**src/rtl/adc_seq_pkg.sv**
```systemverilog
package adc_seq_pkg;
  typedef enum logic [1:0] {
    SEQ_OFF     = 2'd0,
    SEQ_SETTLE  = 2'd1,
    SEQ_READY   = 2'd2,
    SEQ_CONVERT = 2'd3
  } seq_state_t;

  localparam logic [1:0] A_CTRL = 2'd0;
  localparam logic [1:0] A_STAT = 2'd1;
  localparam logic [1:0] A_CFG  = 2'd2;

  localparam int B_PON   = 0;
  localparam int B_POFF  = 1;
  localparam int B_BEGIN = 2;
  localparam int B_ABORT = 3;
  localparam int B_IE    = 0;
  localparam int B_AUTO  = 1;
endpackage

```
**src/rtl/adc_seq_settle_timer.sv**
```systemverilog
module adc_seq_settle_timer #(
  parameter int CYC = 16
) (
  input  logic clk,
  input  logic rst_n,
  input  logic run,
  output logic done
);
  localparam int CW = (CYC < 2) ? 1 : $clog2(CYC + 1);

  logic [CW-1:0] cnt;

  always_ff @(posedge clk or negedge rst_n) begin
    if (!rst_n)        cnt <= '0;
    else if (!run)     cnt <= '0;
    else if (!done)    cnt <= cnt + 1'b1;
  end

  assign done = run && (cnt == CW'(CYC - 1));

  AST_TIMER_BOUND: assert property (@(posedge clk) disable iff (!rst_n)
    run |-> (cnt <= CW'(CYC - 1)));
endmodule

```
**src/rtl/adc_seq_fsm.sv**
```systemverilog
module adc_seq_fsm
  import adc_seq_pkg::*;
(
  input  logic       clk,
  input  logic       rst_n,
  input  logic       auto_mode,
  input  logic       pon,
  input  logic       poff,
  input  logic       begin_q,
  input  logic       abort_q,
  input  logic       conv_done,
  input  logic       stop_ack,
  input  logic       settle_done,
  output seq_state_t state,
  output logic       settle_run,
  output logic       rdy_evt,
  output logic       off_evt,
  output logic       conv_end
);
  seq_state_t nxt;

  always_comb begin
    nxt      = state;
    rdy_evt  = 1'b0;
    off_evt  = 1'b0;
    conv_end = 1'b0;
    case (state)
      SEQ_OFF: begin
        if (auto_mode ? begin_q : (pon && !poff)) nxt = SEQ_SETTLE;
      end
      SEQ_SETTLE: begin
        if (!auto_mode && poff) begin
          nxt     = SEQ_OFF;
          off_evt = 1'b1;
        end else if (settle_done) begin
          nxt     = auto_mode ? SEQ_CONVERT : SEQ_READY;
          rdy_evt = 1'b1;
        end
      end
      SEQ_READY: begin
        if (poff) begin
          nxt     = SEQ_OFF;
          off_evt = 1'b1;
        end else if (begin_q) begin
          nxt = SEQ_CONVERT;
        end
      end
      SEQ_CONVERT: begin
        if (conv_done || (abort_q && stop_ack)) begin
          nxt      = auto_mode ? SEQ_OFF : SEQ_READY;
          conv_end = 1'b1;
        end
      end
      default: nxt = SEQ_OFF;
    endcase
  end

  always_ff @(posedge clk or negedge rst_n) begin
    if (!rst_n) state <= SEQ_OFF;
    else        state <= nxt;
  end

  assign settle_run = (state == SEQ_SETTLE);

  AST_AUTO_SKIPS_READY: assert property (@(posedge clk) disable iff (!rst_n)
    auto_mode |-> (state != SEQ_READY));
  AST_CONV_HOLDS: assert property (@(posedge clk) disable iff (!rst_n)
    (state == SEQ_CONVERT && !conv_done && !stop_ack) |=> (state == SEQ_CONVERT));
endmodule

```
**src/rtl/adc_seq_regs.sv**
```systemverilog
module adc_seq_regs
  import adc_seq_pkg::*;
(
  input  logic       clk,
  input  logic       rst_n,
  input  logic       reg_wr,
  input  logic [1:0] reg_addr,
  input  logic [7:0] reg_wdata,
  output logic [7:0] reg_rdata,
  input  seq_state_t state,
  input  logic       rdy_evt,
  input  logic       off_evt,
  input  logic       conv_end,
  output logic       pon,
  output logic       poff,
  output logic       begin_q,
  output logic       abort_q,
  output logic       rdy_flag,
  output logic       irq_en,
  output logic       auto_mode
);
  logic wr_ctrl, wr_stat, wr_cfg;
  logic acc_pon, acc_poff, acc_begin, acc_abort, auto_unlocked;

  assign wr_ctrl = reg_wr && (reg_addr == A_CTRL);
  assign wr_stat = reg_wr && (reg_addr == A_STAT);
  assign wr_cfg  = reg_wr && (reg_addr == A_CFG);

  assign acc_pon   = wr_ctrl && reg_wdata[B_PON] && !auto_mode && !poff;
  assign acc_poff  = wr_ctrl && reg_wdata[B_POFF] && !auto_mode && pon && !begin_q;
  assign acc_begin = wr_ctrl && reg_wdata[B_BEGIN] && !poff && !begin_q &&
                     (auto_mode ? (state == SEQ_OFF) : (state == SEQ_READY));
  assign acc_abort = wr_ctrl && reg_wdata[B_ABORT] && begin_q && !abort_q &&
                     (state == SEQ_CONVERT);
  assign auto_unlocked = (state == SEQ_OFF) && !pon && !begin_q;

  always_ff @(posedge clk or negedge rst_n) begin
    if (!rst_n) begin
      pon       <= 1'b0;
      poff      <= 1'b0;
      begin_q   <= 1'b0;
      abort_q   <= 1'b0;
      rdy_flag  <= 1'b0;
      irq_en    <= 1'b0;
      auto_mode <= 1'b0;
    end else begin
      if (off_evt) begin
        pon  <= 1'b0;
        poff <= 1'b0;
      end else begin
        if (acc_pon)  pon  <= 1'b1;
        if (acc_poff) poff <= 1'b1;
      end
      if (conv_end) begin
        begin_q <= 1'b0;
        abort_q <= 1'b0;
      end else begin
        if (acc_begin) begin_q <= 1'b1;
        if (acc_abort) abort_q <= 1'b1;
      end
      if (rdy_evt)                         rdy_flag <= 1'b1;
      else if (wr_stat && reg_wdata[0])    rdy_flag <= 1'b0;
      if (wr_cfg) begin
        irq_en <= reg_wdata[B_IE];
        if (auto_unlocked) auto_mode <= reg_wdata[B_AUTO];
      end
    end
  end

  always_comb begin
    reg_rdata = '0;
    case (reg_addr)
      A_CTRL: begin
        reg_rdata[B_PON]   = pon;
        reg_rdata[B_POFF]  = poff;
        reg_rdata[B_BEGIN] = begin_q;
        reg_rdata[B_ABORT] = abort_q;
      end
      A_STAT: reg_rdata[0] = rdy_flag;
      A_CFG: begin
        reg_rdata[B_IE]   = irq_en;
        reg_rdata[B_AUTO] = auto_mode;
      end
      default: reg_rdata = '0;
    endcase
  end

  AST_ABORT_NEEDS_BEGIN: assert property (@(posedge clk) disable iff (!rst_n)
    abort_q |-> begin_q);
  AST_POFF_LEAVES_WITH_PON: assert property (@(posedge clk) disable iff (!rst_n)
    $fell(poff) |-> !pon);
  AST_AUTO_NO_PON: assert property (@(posedge clk) disable iff (!rst_n)
    auto_mode |-> !pon);
  AST_READY_SETS_FLAG: assert property (@(posedge clk) disable iff (!rst_n)
    rdy_evt |=> rdy_flag);
endmodule

```
**src/rtl/adc_pwr_seq.sv**
```systemverilog
module adc_pwr_seq
  import adc_seq_pkg::*;
#(
  parameter int STARTUP_CYC = 16
) (
  input  logic       clk,
  input  logic       rst_n,
  input  logic       reg_wr,
  input  logic [1:0] reg_addr,
  input  logic [7:0] reg_wdata,
  output logic [7:0] reg_rdata,
  input  logic       conv_done,
  input  logic       stop_ack,
  output logic       pwr_up,
  output logic       conv_req,
  output logic       rdy_irq
);
  seq_state_t state;
  logic settle_run, settle_done, rdy_evt, off_evt, conv_end;
  logic pon, poff, begin_q, abort_q, rdy_flag, irq_en, auto_mode;

  adc_seq_settle_timer #(.CYC(STARTUP_CYC)) timer_i (
    .clk  (clk),
    .rst_n(rst_n),
    .run  (settle_run),
    .done (settle_done)
  );

  adc_seq_fsm fsm_i (
    .clk        (clk),
    .rst_n      (rst_n),
    .auto_mode  (auto_mode),
    .pon        (pon),
    .poff       (poff),
    .begin_q    (begin_q),
    .abort_q    (abort_q),
    .conv_done  (conv_done),
    .stop_ack   (stop_ack),
    .settle_done(settle_done),
    .state      (state),
    .settle_run (settle_run),
    .rdy_evt    (rdy_evt),
    .off_evt    (off_evt),
    .conv_end   (conv_end)
  );

  adc_seq_regs regs_i (
    .clk      (clk),
    .rst_n    (rst_n),
    .reg_wr   (reg_wr),
    .reg_addr (reg_addr),
    .reg_wdata(reg_wdata),
    .reg_rdata(reg_rdata),
    .state    (state),
    .rdy_evt  (rdy_evt),
    .off_evt  (off_evt),
    .conv_end (conv_end),
    .pon      (pon),
    .poff     (poff),
    .begin_q  (begin_q),
    .abort_q  (abort_q),
    .rdy_flag (rdy_flag),
    .irq_en   (irq_en),
    .auto_mode(auto_mode)
  );

  assign pwr_up   = (state != SEQ_OFF);
  assign conv_req = (state == SEQ_CONVERT) && !abort_q;
  assign rdy_irq  = rdy_flag && irq_en;

  AST_REQ_CLEARS_ON_ABORT: assert property (@(posedge clk) disable iff (!rst_n)
    (abort_q && !conv_end) |=> !conv_req);
endmodule

```
**config.mk**
```make
export PLATFORM = sky130hd
export DESIGN_NAME = adc_pwr_seq
export DESIGN_NICKNAME = d
export VERILOG_FILES = /design/src/rtl/adc_seq_pkg.sv /design/src/rtl/adc_seq_settle_timer.sv /design/src/rtl/adc_seq_fsm.sv /design/src/rtl/adc_seq_regs.sv /design/src/rtl/adc_pwr_seq.sv
export SDC_FILE = /design/constraint.sdc
export NUM_CORES = 1
export LEC_CHECK = 0
export BUFFER_PORTS_ARGS = -buffer_cell sky130_fd_sc_hd__buf_2
export CAP_MARGIN = 20
export CORE_MARGIN = 4
export CORE_UTILIZATION = 33
export CTS_CLUSTER_SIZE = 14
export DETAILED_ROUTE_END_ITERATION = 7
export SYNTH_ARGS = -nofsm -noshare
export SYNTH_HDL_FRONTEND = slang
export SYNTH_SLANG_ARGS = --single-unit
```
**constraint.sdc**
```tcl
create_clock -name clk -period 2.5 [get_ports clk]
set_clock_uncertainty 0.05 [all_clocks]
set_input_delay 0.25 -clock clk [delete_from_list [all_inputs] [get_ports clk]]
set_output_delay 0.25 -clock clk [all_outputs]
set_load 0.005 [all_outputs]
```
==> metrics.txt, run 1 <==
# TYPE chip_impl_metric gauge
chip_impl_info{name="outcome",value="finished, final reports clean"} 1
chip_impl_metric{name="report.final.setup_viol",unit=""} 0
chip_impl_metric{name="wl_per_cell",unit="um"} 11.9
chip_impl_metric{name="core_area",unit="mm2"} 0.00273
chip_impl_info{name="crit_path_top_delay_cell",value="sky130_fd_sc_hd__dfrtp_1"} 1
chip_impl_info{name="worst-setup-path-type",value="reg2reg"} 1
chip_impl_metric{name="worst_ep_arrival_time",unit="ns"} 2.14
chip_impl_metric{name="amount_of_wire_on_met2_after_detailed_routing",unit="um"} 863
chip_impl_metric{name="ys_warn_count",unit=""} 0
chip_impl_metric{name="cts-root-to-sink-buffers",unit=""} 2
chip_impl_metric{name="post-cts-setup-buffer-count",unit=""} 0
chip_impl_metric{name="cts_num_sinks",unit=""} 14
chip_impl_metric{name="area.growth.synth_to_final",unit="%"} 14.2
chip_impl_info{name="family_with_the_most_delay_on_the_worst_path",value="adder cells"} 1
chip_impl_metric{name="grt_start_max_net_pins",unit=""} 15
chip_impl_metric{name="final.hold.worst_slack",unit="ns"} 0.156
chip_impl_metric{name="source_to_sink_clock_delay_at_the_later_pin_of_the_worst_skew_pair",unit="ns"} 0.28
chip_impl_metric{name="final_period_minus_worst_setup_slack",unit="ns"} 2.03
chip_impl_info{name="grt_setup_unrepaired",value="false"} 1
chip_impl_metric{name="worst_setup_hold_path_clk_slew",unit="ns"} 0.08
chip_impl_info{name="crit_path_start",value="timer_i.cnt[0]$_DFFE_PN0P_"} 1
chip_impl_metric{name="post_route_cells_drive_above_1_share",unit="%"} 22.2
chip_impl_info{name="worst_r2r_startpoint",value="timer_i.cnt[0]$_DFFE_PN0P_"} 1
chip_impl_metric{name="synthDominantCellAreaShare",unit="%"} 37.4
chip_impl_metric{name="synth-seq-cells",unit=""} 14
chip_impl_info{name="cts.root.buffer_cell",value="sky130_fd_sc_hd__clkbuf_4"} 1
chip_impl_info{name="top_layer",value="met4"} 1
chip_impl_metric{name="firstDrtPassIters",unit=""} 4
chip_impl_metric{name="placement.cell_area",unit="mm2"} 0.00102
chip_impl_info{name="hold_path.class",value="in2reg"} 1
chip_impl_metric{name="detailroute.via_count",unit=""} 737
chip_impl_metric{name="required",unit="ns"} 2.62
chip_impl_metric{name="fp.dieArea",unit="mm2"} 0.00376
chip_impl_info{name="mostFrequentLayoutCell",value="sky130_fd_sc_hd__buf_2"} 1
chip_impl_metric{name="wire_length_of_the_first_global_routing_pass",unit="mm"} 2.95
chip_impl_info{name="critical-path-top-cell-by-count",value="sky130_fd_sc_hd__ha_1"} 1
chip_impl_metric{name="vias_per_cell",unit=""} 4.98
chip_impl_metric{name="cp_slowest_stage_delay",unit="ns"} 0.41
chip_impl_metric{name="design_area",unit="mm2"} 0.00107
chip_impl_info{name="tritoncts_clock_tree",value="done"} 1
chip_impl_metric{name="max-vdd-ir-drop",unit="mV"} 0.798
chip_impl_metric{name="dieHeight",unit="um"} 61.3
chip_impl_metric{name="dr.first_iter.drc_count",unit=""} 11
chip_impl_metric{name="drv.max_cap_violation_count",unit=""} 0
chip_impl_metric{name="io-pin-count",unit=""} 26
chip_impl_info{name="hold_start",value="reg_wdata[1]"} 1
chip_impl_metric{name="crit_path_max_fanout",unit=""} 6
chip_impl_metric{name="antenna_found_initial",unit=""} 0
chip_impl_metric{name="finalCritPeriodShare",unit="%"} 81.1
chip_impl_metric{name="async_flop_share",unit="%"} 100
chip_impl_metric{name="slew_viol_final",unit=""} 0
chip_impl_metric{name="met1Wirelength",unit="um"} 813
chip_impl_info{name="crit_path_start_kind",value="register"} 1
chip_impl_metric{name="fp.dieW",unit="um"} 61.3
chip_impl_metric{name="worst_path_buf_inv",unit=""} 1
chip_impl_info{name="layout_common_cells",value="sky130_fd_sc_hd__buf_2 (17), sky130_fd_sc_hd__dfrtp_1 (14), sky130_fd_sc_hd__nand2_1 (10)"} 1
chip_impl_metric{name="grt_overflow_total",unit=""} 0
chip_impl_info{name="synth.area.top_cells",value="sky130_fd_sc_hd__dfrtp_1 (37%), sky130_fd_sc_hd__ha_1 (9.3%), sky130_fd_sc_hd__and2_1 (4.7%)"} 1
chip_impl_info{name="yosys.area.top_type",value="sky130_fd_sc_hd__dfrtp_1"} 1
chip_impl_info{name="ordered_cell_list_for_the_critical_path",value="ha_1 -> and3_1 -> ha_1 -> inv_1 -> a22oi_1 -> o21ai_2 -> mux2_4"} 1
chip_impl_metric{name="static-leakage-power",unit="nW"} 0.526
chip_impl_metric{name="syn_inst",unit=""} 99
chip_impl_metric{name="wl_met3",unit="um"} 76
chip_impl_metric{name="fin_tns_setup",unit="ns"} 0
chip_impl_metric{name="ys_seq_area_share",unit="%"} 37.4
chip_impl_info{name="critPathCaptureType",value="register"} 1
chip_impl_info{name="ys_dominant_reg_cell",value="sky130_fd_sc_hd__dfrtp_1"} 1
chip_impl_metric{name="cts_buffers",unit=""} 3
chip_impl_metric{name="antennaDiodeCount",unit=""} 0
chip_impl_metric{name="h_tree_depth",unit=""} 1
chip_impl_metric{name="syn_avg_cell_area",unit="um2"} 9.47
chip_impl_metric{name="fill_cells",unit=""} 268
chip_impl_metric{name="detailed_placement_hpwl",unit="mm"} 1.36
chip_impl_metric{name="final-hold-violation-count",unit=""} 0
chip_impl_metric{name="drcViolationCount",unit=""} 0
chip_impl_metric{name="grt.total_usage",unit="%"} 10.5
chip_impl_metric{name="number_of_enable_flip_flop_cells_after_synthesis",unit=""} 0
chip_impl_metric{name="grt_pass1_vias",unit=""} 674
chip_impl_metric{name="synthesis.area",unit="um2"} 937
chip_impl_metric{name="floorplan.initialDensity",unit="%"} 34.3
chip_impl_metric{name="drtAntennaViolNets",unit=""} 0
chip_impl_metric{name="timing.fmax",unit="GHz"} 0.493
chip_impl_metric{name="final_nets",unit=""} 140
chip_impl_metric{name="gpl.final_weighted_congestion",unit=""} 0.803
chip_impl_metric{name="ys_types",unit=""} 32
chip_impl_metric{name="number_of_buffer_cells_added_on_primary_ports",unit=""} 17
chip_impl_metric{name="power_per_cell_area",unit="mW/mm2"} 927
chip_impl_metric{name="wl",unit="mm"} 1.77
chip_impl_metric{name="num_rows",unit=""} 19
routing by layer:
layer  vias to the layer above  GRT usage, %
li1                        368             -
met1                       356          14.5
met2                        11          15.7
met3                         2          3.77
met4                         0          2.79
met5                         -             0
worst register-to-register path, cell delays in order (launching register included):
cell                      delay (ns)
sky130_fd_sc_hd__dfrtp_1        0.41
sky130_fd_sc_hd__ha_1           0.22
sky130_fd_sc_hd__and3_1         0.18
sky130_fd_sc_hd__ha_1           0.26
sky130_fd_sc_hd__inv_1          0.14
sky130_fd_sc_hd__a22oi_1        0.09
sky130_fd_sc_hd__o21ai_2        0.23
sky130_fd_sc_hd__mux2_4         0.32
Yosys cell counts (all sizes together) (2+ instances only):
cell type	n
nor2b	3
mux2	4
nor2	7
buf	5
nand2	10
ha	7
mux2i	4
a41oi	3
xnor2	3
and2	7
a21oi	2
a31oi	3
and3	2
dfrtp	14
clkbuf	2
o21ai	4
inv	8
power breakdown:
part	internal, mW	switching [mW]
clock network	0.0887	0.0724
logic	0.225	0.237
registers	0.292	0.0776
worst paths after layout:
check	depth (start not counted)	slack [ns]	endpoint
setup / recovery	7	0.47	fsm_i.state[1]$_DFFE_PN0P_
max in group asynchronous	2	1.81	fsm_i.state[0]$_DFFE_PN0P_
min in group asynchronous	2	0.34	regs_i.rdy_flag$_DFFE_PN0P_
hold / removal	2	0.16	regs_i.auto_mode$_DFFE_PN0P_
setup reg to reg	7	0.47	fsm_i.state[1]$_DFFE_PN0P_
hold reg to reg	2	0.46	regs_i.rdy_flag$_DFFE_PN0P_
area by class of cell:
| class | instances | area, um2 | area share, % |
|---|---|---|---|
| multi-input cells | 73 | 519 | 48.5 |
| inverters | 8 | 30.0 | 2.81 |
| flip-flops and latches | 14 | 350 | 32.7 |
| repair buffers | 18 | 95.1 | 8.89 |
| well taps | 31 | 38.8 | 3.63 |
| clock buffers | 4 | 36.3 | 3.39 |
through the flow:
step,power [mW],utilization [%],instances,worst slack [ns]
CTS,1.00,39.1,148,0.478
global placement,0.826,37.4,143,0.504
finish,0.992,39.1,148,0.473
global route,1.09,39.1,148,0.380
floorplan,0.730,-,102,0.568
detailed placement,0.833,37.4,143,0.497
cells by family after synthesis:
family          synth area share, %
flops                          37.4
buf+inv                        8.41
other cells                   0.400
fa+ha+maj                      9.35
mux                            9.48
compound gates                 12.7
simple gates                   19.5
xor+xnor                       2.80
flip-flops by register name, summed over array words and instances, names as in the netlist:
register	flops
regs_i.pon	1
regs_i.auto_mode	1
regs_i.rdy_flag	1
timer_i.cnt	5
regs_i.irq_en	1
regs_i.begin_q	1
fsm_i.state	2
regs_i.abort_q	1
regs_i.poff	1
timing repair:
item / CTS / global route
setup endpoints to repair: 0 / 0
endpoints found under the hold margin: 14 / 0
gates resized for setup: 0 / 0
hold buffers: 1 / 0
Power figures use the tool's default switching activity.
==> inputs of run 2 (changes only) <==
==> constraint.sdc (replaced) <==
create_clock -name clk -period 1.8 [get_ports clk]
set_clock_uncertainty 0.05 [all_clocks]
set_input_delay 0.18 -clock clk [delete_from_list [all_inputs] [get_ports clk]]
set_output_delay 0.18 -clock clk [all_outputs]
set_load 0.005 [all_outputs]
==> metrics.txt, run 2 (synthesized netlist as in run 1, its figures left out) <==
# TYPE chip_impl_metric gauge
chip_impl_info{name="outcome",value="finished, final reports clean"} 1
chip_impl_info{name="grt.busiest_layer",value="met2"} 1
chip_impl_info{name="hold_path.class",value="in2reg"} 1
chip_impl_metric{name="worstSetupPathDepth",unit=""} 7
chip_impl_metric{name="number_of_cells_on_the_worst_reg_to_reg_path",unit=""} 7
chip_impl_info{name="worst_r2r_startpoint",value="timer_i.cnt[1]$_DFFE_PN0P_"} 1
chip_impl_metric{name="groute.layer.met1.usage",unit="%"} 15.8
chip_impl_info{name="crit_path_start",value="timer_i.cnt[1]$_DFFE_PN0P_"} 1
chip_impl_metric{name="ff2ff_setup_slack",unit="ns"} 0.07
chip_impl_metric{name="core_area",unit="mm2"} 0.00273
chip_impl_metric{name="grt.total_usage",unit="%"} 13.1
chip_impl_info{name="crit_path_start_kind",value="register"} 1
chip_impl_metric{name="grtUsageMet3",unit="%"} 2.94
chip_impl_metric{name="antennaDiodeCount",unit=""} 0
chip_impl_metric{name="report.final.setup_viol",unit=""} 0
chip_impl_metric{name="detailed_placement_hpwl",unit="mm"} 1.55
chip_impl_metric{name="wire_length_of_the_first_global_routing_pass",unit="mm"} 3.58
chip_impl_metric{name="antenna_found_initial",unit=""} 0
chip_impl_metric{name="cp_slowest_stage_delay",unit="ns"} 0.39
chip_impl_metric{name="power_per_cell_area",unit="mW/mm2"} 1290
chip_impl_metric{name="grt_overflow_total",unit=""} 0
chip_impl_info{name="grt_setup_unrepaired",value="false"} 1
chip_impl_info{name="worst_setup_path_endpoint",value="fsm_i.state[1]$_DFFE_PN0P_"} 1
chip_impl_info{name="layout_common_cells",value="sky130_fd_sc_hd__buf_2 (17), sky130_fd_sc_hd__dfrtp_1 (14), sky130_fd_sc_hd__nand2_1 (10)"} 1
chip_impl_info{name="regToRegEndpoint",value="fsm_i.state[1]$_DFFE_PN0P_"} 1
chip_impl_metric{name="area.growth.synth_to_final",unit="%"} 24.7
chip_impl_metric{name="cts_num_sinks",unit=""} 14
chip_impl_info{name="worst-setup-path-type",value="reg2reg"} 1
chip_impl_info{name="mostFrequentLayoutCell",value="sky130_fd_sc_hd__buf_2"} 1
chip_impl_metric{name="dieHeight",unit="um"} 61.3
chip_impl_metric{name="drtAntennaViolNets",unit=""} 0
chip_impl_metric{name="floorplan.initialDensity",unit="%"} 34.3
chip_impl_metric{name="drcViolationCount",unit=""} 0
chip_impl_metric{name="number_of_buffer_cells_added_on_primary_ports",unit=""} 17
chip_impl_metric{name="final_nets",unit=""} 148
chip_impl_metric{name="cts-root-to-sink-buffers",unit=""} 2
chip_impl_metric{name="cts_buffers",unit=""} 3
chip_impl_metric{name="grt_start_max_net_pins",unit=""} 15
chip_impl_metric{name="final.hold.worst_slack",unit="ns"} 0.0851
chip_impl_metric{name="max-vdd-ir-drop",unit="mV"} 0.743
chip_impl_info{name="biggestRegsByFlops",value="timer_i.cnt x5, fsm_i.state x2"} 1
chip_impl_info{name="crit_path_top_delay_cell",value="sky130_fd_sc_hd__dfrtp_1"} 1
chip_impl_metric{name="fp.dieArea",unit="mm2"} 0.00376
chip_impl_metric{name="grtUsageMet2",unit="%"} 21.3
chip_impl_metric{name="fp.dieW",unit="um"} 61.3
chip_impl_metric{name="crit_path_max_fanout",unit=""} 4
chip_impl_metric{name="worst_path_buf_inv",unit=""} 1
chip_impl_metric{name="vias_per_cell",unit=""} 4.97
chip_impl_info{name="cts.root.buffer_cell",value="sky130_fd_sc_hd__clkbuf_4"} 1
chip_impl_metric{name="post_route_cells_drive_above_1_share",unit="%"} 31.5
chip_impl_metric{name="gpl.final_weighted_congestion",unit=""} 0.790
chip_impl_info{name="tritoncts_clock_tree",value="done"} 1
chip_impl_metric{name="static-leakage-power",unit="nW"} 0.561
chip_impl_info{name="ordered_cell_list_for_the_critical_path",value="ha_2 -> and3_4 -> ha_4 -> inv_6 -> a22oi_2 -> o21ai_4 -> mux2_4"} 1
chip_impl_metric{name="required",unit="ns"} 1.92
chip_impl_info{name="hold_start",value="reg_wdata[1]"} 1
chip_impl_metric{name="final_core_util",unit="%"} 42.7
chip_impl_metric{name="num_rows",unit=""} 19
chip_impl_info{name="critPathCaptureType",value="register"} 1
chip_impl_metric{name="wl_per_cell",unit="um"} 12.9
chip_impl_metric{name="grt_pass1_vias",unit=""} 775
chip_impl_metric{name="timing.fmax",unit="GHz"} 0.577
chip_impl_metric{name="worst_ep_arrival_time",unit="ns"} 1.85
chip_impl_metric{name="source_to_sink_clock_delay_at_the_later_pin_of_the_worst_skew_pair",unit="ns"} 0.28
chip_impl_metric{name="h_tree_depth",unit=""} 1
chip_impl_metric{name="firstDrtPassIters",unit=""} 4
chip_impl_metric{name="final_period_minus_worst_setup_slack",unit="ns"} 1.73
chip_impl_metric{name="io-pin-count",unit=""} 26
chip_impl_metric{name="detailroute.via_count",unit=""} 771
chip_impl_metric{name="slew_viol_final",unit=""} 0
chip_impl_info{name="registers.top_by_ff_count",value="timer_i.cnt"} 1
chip_impl_metric{name="largest_register_ff_count",unit=""} 5
chip_impl_metric{name="dr.first_iter.drc_count",unit=""} 9
chip_impl_info{name="family_with_the_most_delay_on_the_worst_path",value="flip-flops"} 1
chip_impl_metric{name="wl",unit="mm"} 1.99
chip_impl_metric{name="final-hold-violation-count",unit=""} 0
chip_impl_metric{name="drv.max_cap_violation_count",unit=""} 0
chip_impl_metric{name="worst_setup_hold_path_clk_slew",unit="ns"} 0.08
chip_impl_metric{name="finalCritPeriodShare",unit="%"} 96.3
==> run 2: changes by cell type in the layout (fill, tap and decap cells not counted), sizes merged <==
cell    previous run  this run
clkbuf             4         3
buf               17        25
==> run 2: worst min path at each step <==
| stage | slack, ns | cells past startpoint | end |
|---|---|---|---|
| 4_1_cts | 0.07 | 2 | regs_i.auto_mode$_DFFE_PN0P_ |
| 3_5_place_dp | 0.06 | 1 | regs_i.irq_en$_DFFE_PN0P_ |
| 5_1_grt | 0.08 | 2 | regs_i.auto_mode$_DFFE_PN0P_ |
| 6_report | 0.09 | 2 | regs_i.auto_mode$_DFFE_PN0P_ |
| 3_3_place_gp | 0.05 | 1 | regs_i.abort_q$_DFFE_PN0P_ |
| 2_1_floorplan | -0.17 | 0 | fsm_i.state[0]$_DFFE_PN0P_ |
==> run 2: per-layer routing <==
metal	vias up	share of wire, %	wire length (um)
li1	385	-	-
met1	370	43	862
met2	10	51	1030
met3	6	3.0	59
met4	0	2.2	43
met5	-	0	0
==> run 2: power by group <==
group | switching, mW | leakage [nW] | internal [mW]
Combinational | 0.426 | 0.365 | 0.429
Clock | 0.102 | 0.0138 | 0.0776
Sequential | 0.0720 | 0.183 | 0.405
==> run 2: timing repair <==
| action | CTS | global route |
|---|---|---|
| gates resized for setup | 0 | 2 |
| hold buffers | 1 | 0 |
| setup endpoints to repair | 0 | 3 |
| endpoints found under the hold margin | 14 | 0 |
| buffers inserted | 0 | 2 |
==> run 2: through the flow <==
| stage | setup WS (ns) | cell area, um2 | TNS (ns) | power (mW) | cells |
|---|---|---|---|---|---|
| 2_1_floorplan | -0.0130 | 998 | -0.0130 | 1.04 | 102 |
| 3_3_place_gp | 0.0547 | 1110 | 0 | 1.25 | 149 |
| 3_5_place_dp | 0.0453 | 1110 | 0 | 1.27 | 149 |
| 4_1_cts | 0.0220 | 1140 | 0 | 1.47 | 153 |
| 5_1_grt | 0.00911 | 1170 | 0 | 1.66 | 155 |
| 6_report | 0.0672 | 1170 | 0 | 1.51 | 155 |
==> run 2: layout make-up <==
cell class / count / area (um2)
Tap cell: 31 / 38.8
Inverter: 8 / 35.0
Timing Repair Buffer: 26 / 155
Sequential cell: 14 / 350
Multi-Input combinational cell: 73 / 567
Fill cell: 258 / 1570
Clock buffer: 3 / 22.5
==> inputs of run 3 (changes only) <==
--- a/config.mk
+++ b/config.mk
@@ -11,6 +11,7 @@
 export CORE_UTILIZATION = 33
 export CTS_CLUSTER_SIZE = 14
 export DETAILED_ROUTE_END_ITERATION = 7
+export SETUP_SLACK_MARGIN = 0.2
 export SYNTH_ARGS = -nofsm -noshare
 export SYNTH_HDL_FRONTEND = slang
 export SYNTH_SLANG_ARGS = --single-unit
==> metrics.txt, run 3 (synthesized netlist as in run 1, its figures left out) <==
# TYPE chip_impl_metric gauge
chip_impl_info{name="outcome",value="finished, final reports clean"} 1
chip_impl_metric{name="grt_start_max_net_pins",unit=""} 15
chip_impl_metric{name="vias_per_cell",unit=""} 5.03
chip_impl_metric{name="fp.dieW",unit="um"} 61.3
chip_impl_metric{name="final-hold-violation-count",unit=""} 0
chip_impl_info{name="tritoncts_clock_tree",value="done"} 1
chip_impl_metric{name="gpl.final_weighted_congestion",unit=""} 0.772
chip_impl_info{name="crit_path_start_kind",value="register"} 1
chip_impl_metric{name="post_route_cells_drive_above_1_share",unit="%"} 37.5
chip_impl_metric{name="dieHeight",unit="um"} 61.3
chip_impl_metric{name="report.final.setup_viol",unit=""} 0
chip_impl_metric{name="fraction_of_power_spent_switching_nets",unit="%"} 38.9
chip_impl_info{name="layout_common_cells",value="sky130_fd_sc_hd__buf_2 (17), sky130_fd_sc_hd__dfrtp_1 (14), sky130_fd_sc_hd__buf_4 (12)"} 1
chip_impl_metric{name="fill_cells",unit=""} 271
chip_impl_metric{name="power_per_cell_area",unit="mW/mm2"} 1300
chip_impl_metric{name="core_area",unit="mm2"} 0.00273
chip_impl_info{name="mostFrequentLayoutCell",value="sky130_fd_sc_hd__buf_2"} 1
chip_impl_info{name="hold_path.class",value="in2reg"} 1
chip_impl_metric{name="cts_buffers",unit=""} 3
chip_impl_metric{name="design_area",unit="mm2"} 0.00121
chip_impl_metric{name="ff2ff_setup_slack",unit="ns"} 0.07
chip_impl_metric{name="worst_ep_arrival_time",unit="ns"} 1.84
chip_impl_metric{name="crit_path_max_fanout",unit=""} 7
chip_impl_metric{name="total_power",unit="mW"} 1.58
chip_impl_metric{name="drv.max_cap_violation_count",unit=""} 0
chip_impl_info{name="grt_setup_unrepaired",value="true"} 1
chip_impl_metric{name="dr.first_iter.drc_count",unit=""} 11
chip_impl_metric{name="antenna_found_initial",unit=""} 0
chip_impl_metric{name="fp.dieArea",unit="mm2"} 0.00376
chip_impl_metric{name="wire_length_of_the_first_global_routing_pass",unit="mm"} 3.19
chip_impl_metric{name="io-pin-count",unit=""} 26
chip_impl_metric{name="static-leakage-power",unit="nW"} 0.575
chip_impl_metric{name="share_comb_of_total_power",unit="%"} 58.3
chip_impl_metric{name="final_period_minus_worst_setup_slack",unit="ns"} 1.73
chip_impl_metric{name="dp_worst_setup_slack",unit="ns"} 0.0398
chip_impl_metric{name="detailroute.via_count",unit=""} 800
chip_impl_metric{name="detailed_placement_hpwl",unit="mm"} 1.50
chip_impl_metric{name="floorplan.initialDensity",unit="%"} 34.3
chip_impl_metric{name="sequential_cell_area",unit="um2"} 350
chip_impl_metric{name="p_int",unit="mW"} 0.964
chip_impl_metric{name="cts-root-to-sink-buffers",unit=""} 2
chip_impl_metric{name="final_nets",unit=""} 152
chip_impl_metric{name="max-vdd-ir-drop",unit="mV"} 0.830
chip_impl_metric{name="grt_pass1_vias",unit=""} 747
chip_impl_metric{name="clk_pwr_share",unit="%"} 11.3
chip_impl_metric{name="final_critical_path_setup_slack",unit="ns"} 0.0726
chip_impl_metric{name="grt.total_usage",unit="%"} 11.4
chip_impl_metric{name="largest_register_ff_count",unit=""} 5
chip_impl_metric{name="wl",unit="mm"} 2.05
chip_impl_metric{name="drtAntennaViolNets",unit=""} 0
chip_impl_metric{name="multiInputGateArea",unit="um2"} 579
chip_impl_metric{name="h_tree_depth",unit=""} 1
chip_impl_metric{name="final.hold.worst_slack",unit="ns"} 0.0787
chip_impl_metric{name="drcViolationCount",unit=""} 0
chip_impl_metric{name="slew_viol_final",unit=""} 0
chip_impl_metric{name="wl_per_cell",unit="um"} 12.9
chip_impl_metric{name="worst_setup_hold_path_clk_slew",unit="ns"} 0.08
chip_impl_metric{name="area.growth.synth_to_final",unit="%"} 29.2
chip_impl_info{name="registers.top_by_ff_count",value="timer_i.cnt"} 1
chip_impl_info{name="worst-setup-path-type",value="reg2reg"} 1
chip_impl_metric{name="firstDrtPassIters",unit=""} 4
chip_impl_metric{name="final_core_util",unit="%"} 44.3
chip_impl_metric{name="p_sw",unit="mW"} 0.615
chip_impl_metric{name="grt_overflow_total",unit=""} 0
chip_impl_metric{name="number_of_buffer_cells_added_on_primary_ports",unit=""} 17
chip_impl_metric{name="finalCritPeriodShare",unit="%"} 96.0
chip_impl_info{name="cts.root.buffer_cell",value="sky130_fd_sc_hd__clkbuf_4"} 1
chip_impl_metric{name="source_to_sink_clock_delay_at_the_later_pin_of_the_worst_skew_pair",unit="ns"} 0.28
chip_impl_metric{name="cts_num_sinks",unit=""} 14
chip_impl_metric{name="antennaDiodeCount",unit=""} 0
chip_impl_metric{name="required",unit="ns"} 1.92
chip_impl_info{name="biggestRegsByFlops",value="timer_i.cnt x5, fsm_i.state x2"} 1
chip_impl_metric{name="placement.cell_area",unit="mm2"} 0.00110
chip_impl_metric{name="num_rows",unit=""} 19
chip_impl_metric{name="timing.fmax",unit="GHz"} 0.579
chip_impl_info{name="critPathCaptureType",value="register"} 1
chip_impl_metric{name="power.share.sequential",unit="%"} 30.4
## run 3: cell count changes in the layout (fill, tap and decap cells not counted)
cell,previous run,this run
sky130_fd_sc_hd__inv_6,1,0
sky130_fd_sc_hd__nand2_1,10,9
sky130_fd_sc_hd__o21ai_4,1,0
sky130_fd_sc_hd__ha_4,1,2
sky130_fd_sc_hd__o21ai_2,0,1
sky130_fd_sc_hd__buf_4,8,12
sky130_fd_sc_hd__clkinv_4,0,1
sky130_fd_sc_hd__inv_1,7,6
sky130_fd_sc_hd__ha_2,1,3
sky130_fd_sc_hd__nand2_2,0,1
sky130_fd_sc_hd__ha_1,5,2
sky130_fd_sc_hd__inv_2,0,1
## run 3: area by class of cell
| cell class | instances | share of cell area [%] |
|---|---|---|
| clock buffer | 3 | 1.86 |
| inverter | 8 | 2.89 |
| multi-input combinational | 73 | 47.8 |
| sequential | 14 | 28.9 |
| tap | 31 | 3.20 |
| timing repair buffer | 30 | 15.3 |
## run 3: what timing repair did
action,CTS,global route
gates resized for setup,1,6
pin swaps,4,7
hold endpoints to repair,14,0
hold buffers,1,0
setup buffers,4,3
gates cloned,0,0
setup endpoints to repair,3,7
## run 3: path summary, 6_finish.rpt
| kind | start | to | cells after the start |
|---|---|---|---|
| setup reg to reg | fsm_i.state[0]$_DFFE_PN0P_ | fsm_i.state[1]$_DFFE_PN0P_ | 6 |
| hold reg to reg | regs_i.rdy_flag$_DFFE_PN0P_ | regs_i.rdy_flag$_DFFE_PN0P_ | 2 |
| max in group asynchronous | rst_n | timer_i.cnt[2]$_DFFE_PN0P_ | 2 |
| setup / recovery | fsm_i.state[0]$_DFFE_PN0P_ | fsm_i.state[1]$_DFFE_PN0P_ | 6 |
| hold / removal | reg_wdata[1] | regs_i.auto_mode$_DFFE_PN0P_ | 2 |
| min in group asynchronous | rst_n | regs_i.irq_en$_DFFE_PN0P_ | 2 |
## run 3: metal layers
| metal | GRT usage [%] | wire length, um | vias to the layer above |
|---|---|---|---|
| met5 | 0 | 0 | - |
| met4 | 5.57 | 29 | 0 |
| met3 | 1.89 | 57 | 4 |
| met2 | 18.0 | 986 | 11 |
| met1 | 15.1 | 973 | 392 |
| li1 | - | - | 393 |
## run 3: power by group through the flow
stage | Combinational (mW) | Sequential, mW | Clock (mW)
2_1_floorplan | 0.571 | 0.474 | 0
3_3_place_gp | 0.755 | 0.488 | 0
3_5_place_dp | 0.759 | 0.494 | 0
4_1_cts | 0.849 | 0.479 | 0.187
5_1_grt | 1.01 | 0.496 | 0.204
6_report | 0.920 | 0.481 | 0.178
## run 3: critical path: stages (launching register included)
cell and delay, ns:
sky130_fd_sc_hd__dfrtp_1 0.41, sky130_fd_sc_hd__buf_4 0.15, sky130_fd_sc_hd__ha_1 0.29, sky130_fd_sc_hd__buf_4 0.20, sky130_fd_sc_hd__o21ai_0 0.15, sky130_fd_sc_hd__a31oi_1 0.11, sky130_fd_sc_hd__mux2_4 0.27
## run 3: through the flow
| stage | setup TNS (ns) | std cells |
|---|---|---|
| global placement | 0 | 148 |
| detailed placement | 0 | 148 |
| CTS | 0 | 156 |
| global route | 0 | 159 |
| floorplan | -0.0124 | 102 |
| finish | 0 | 159 |
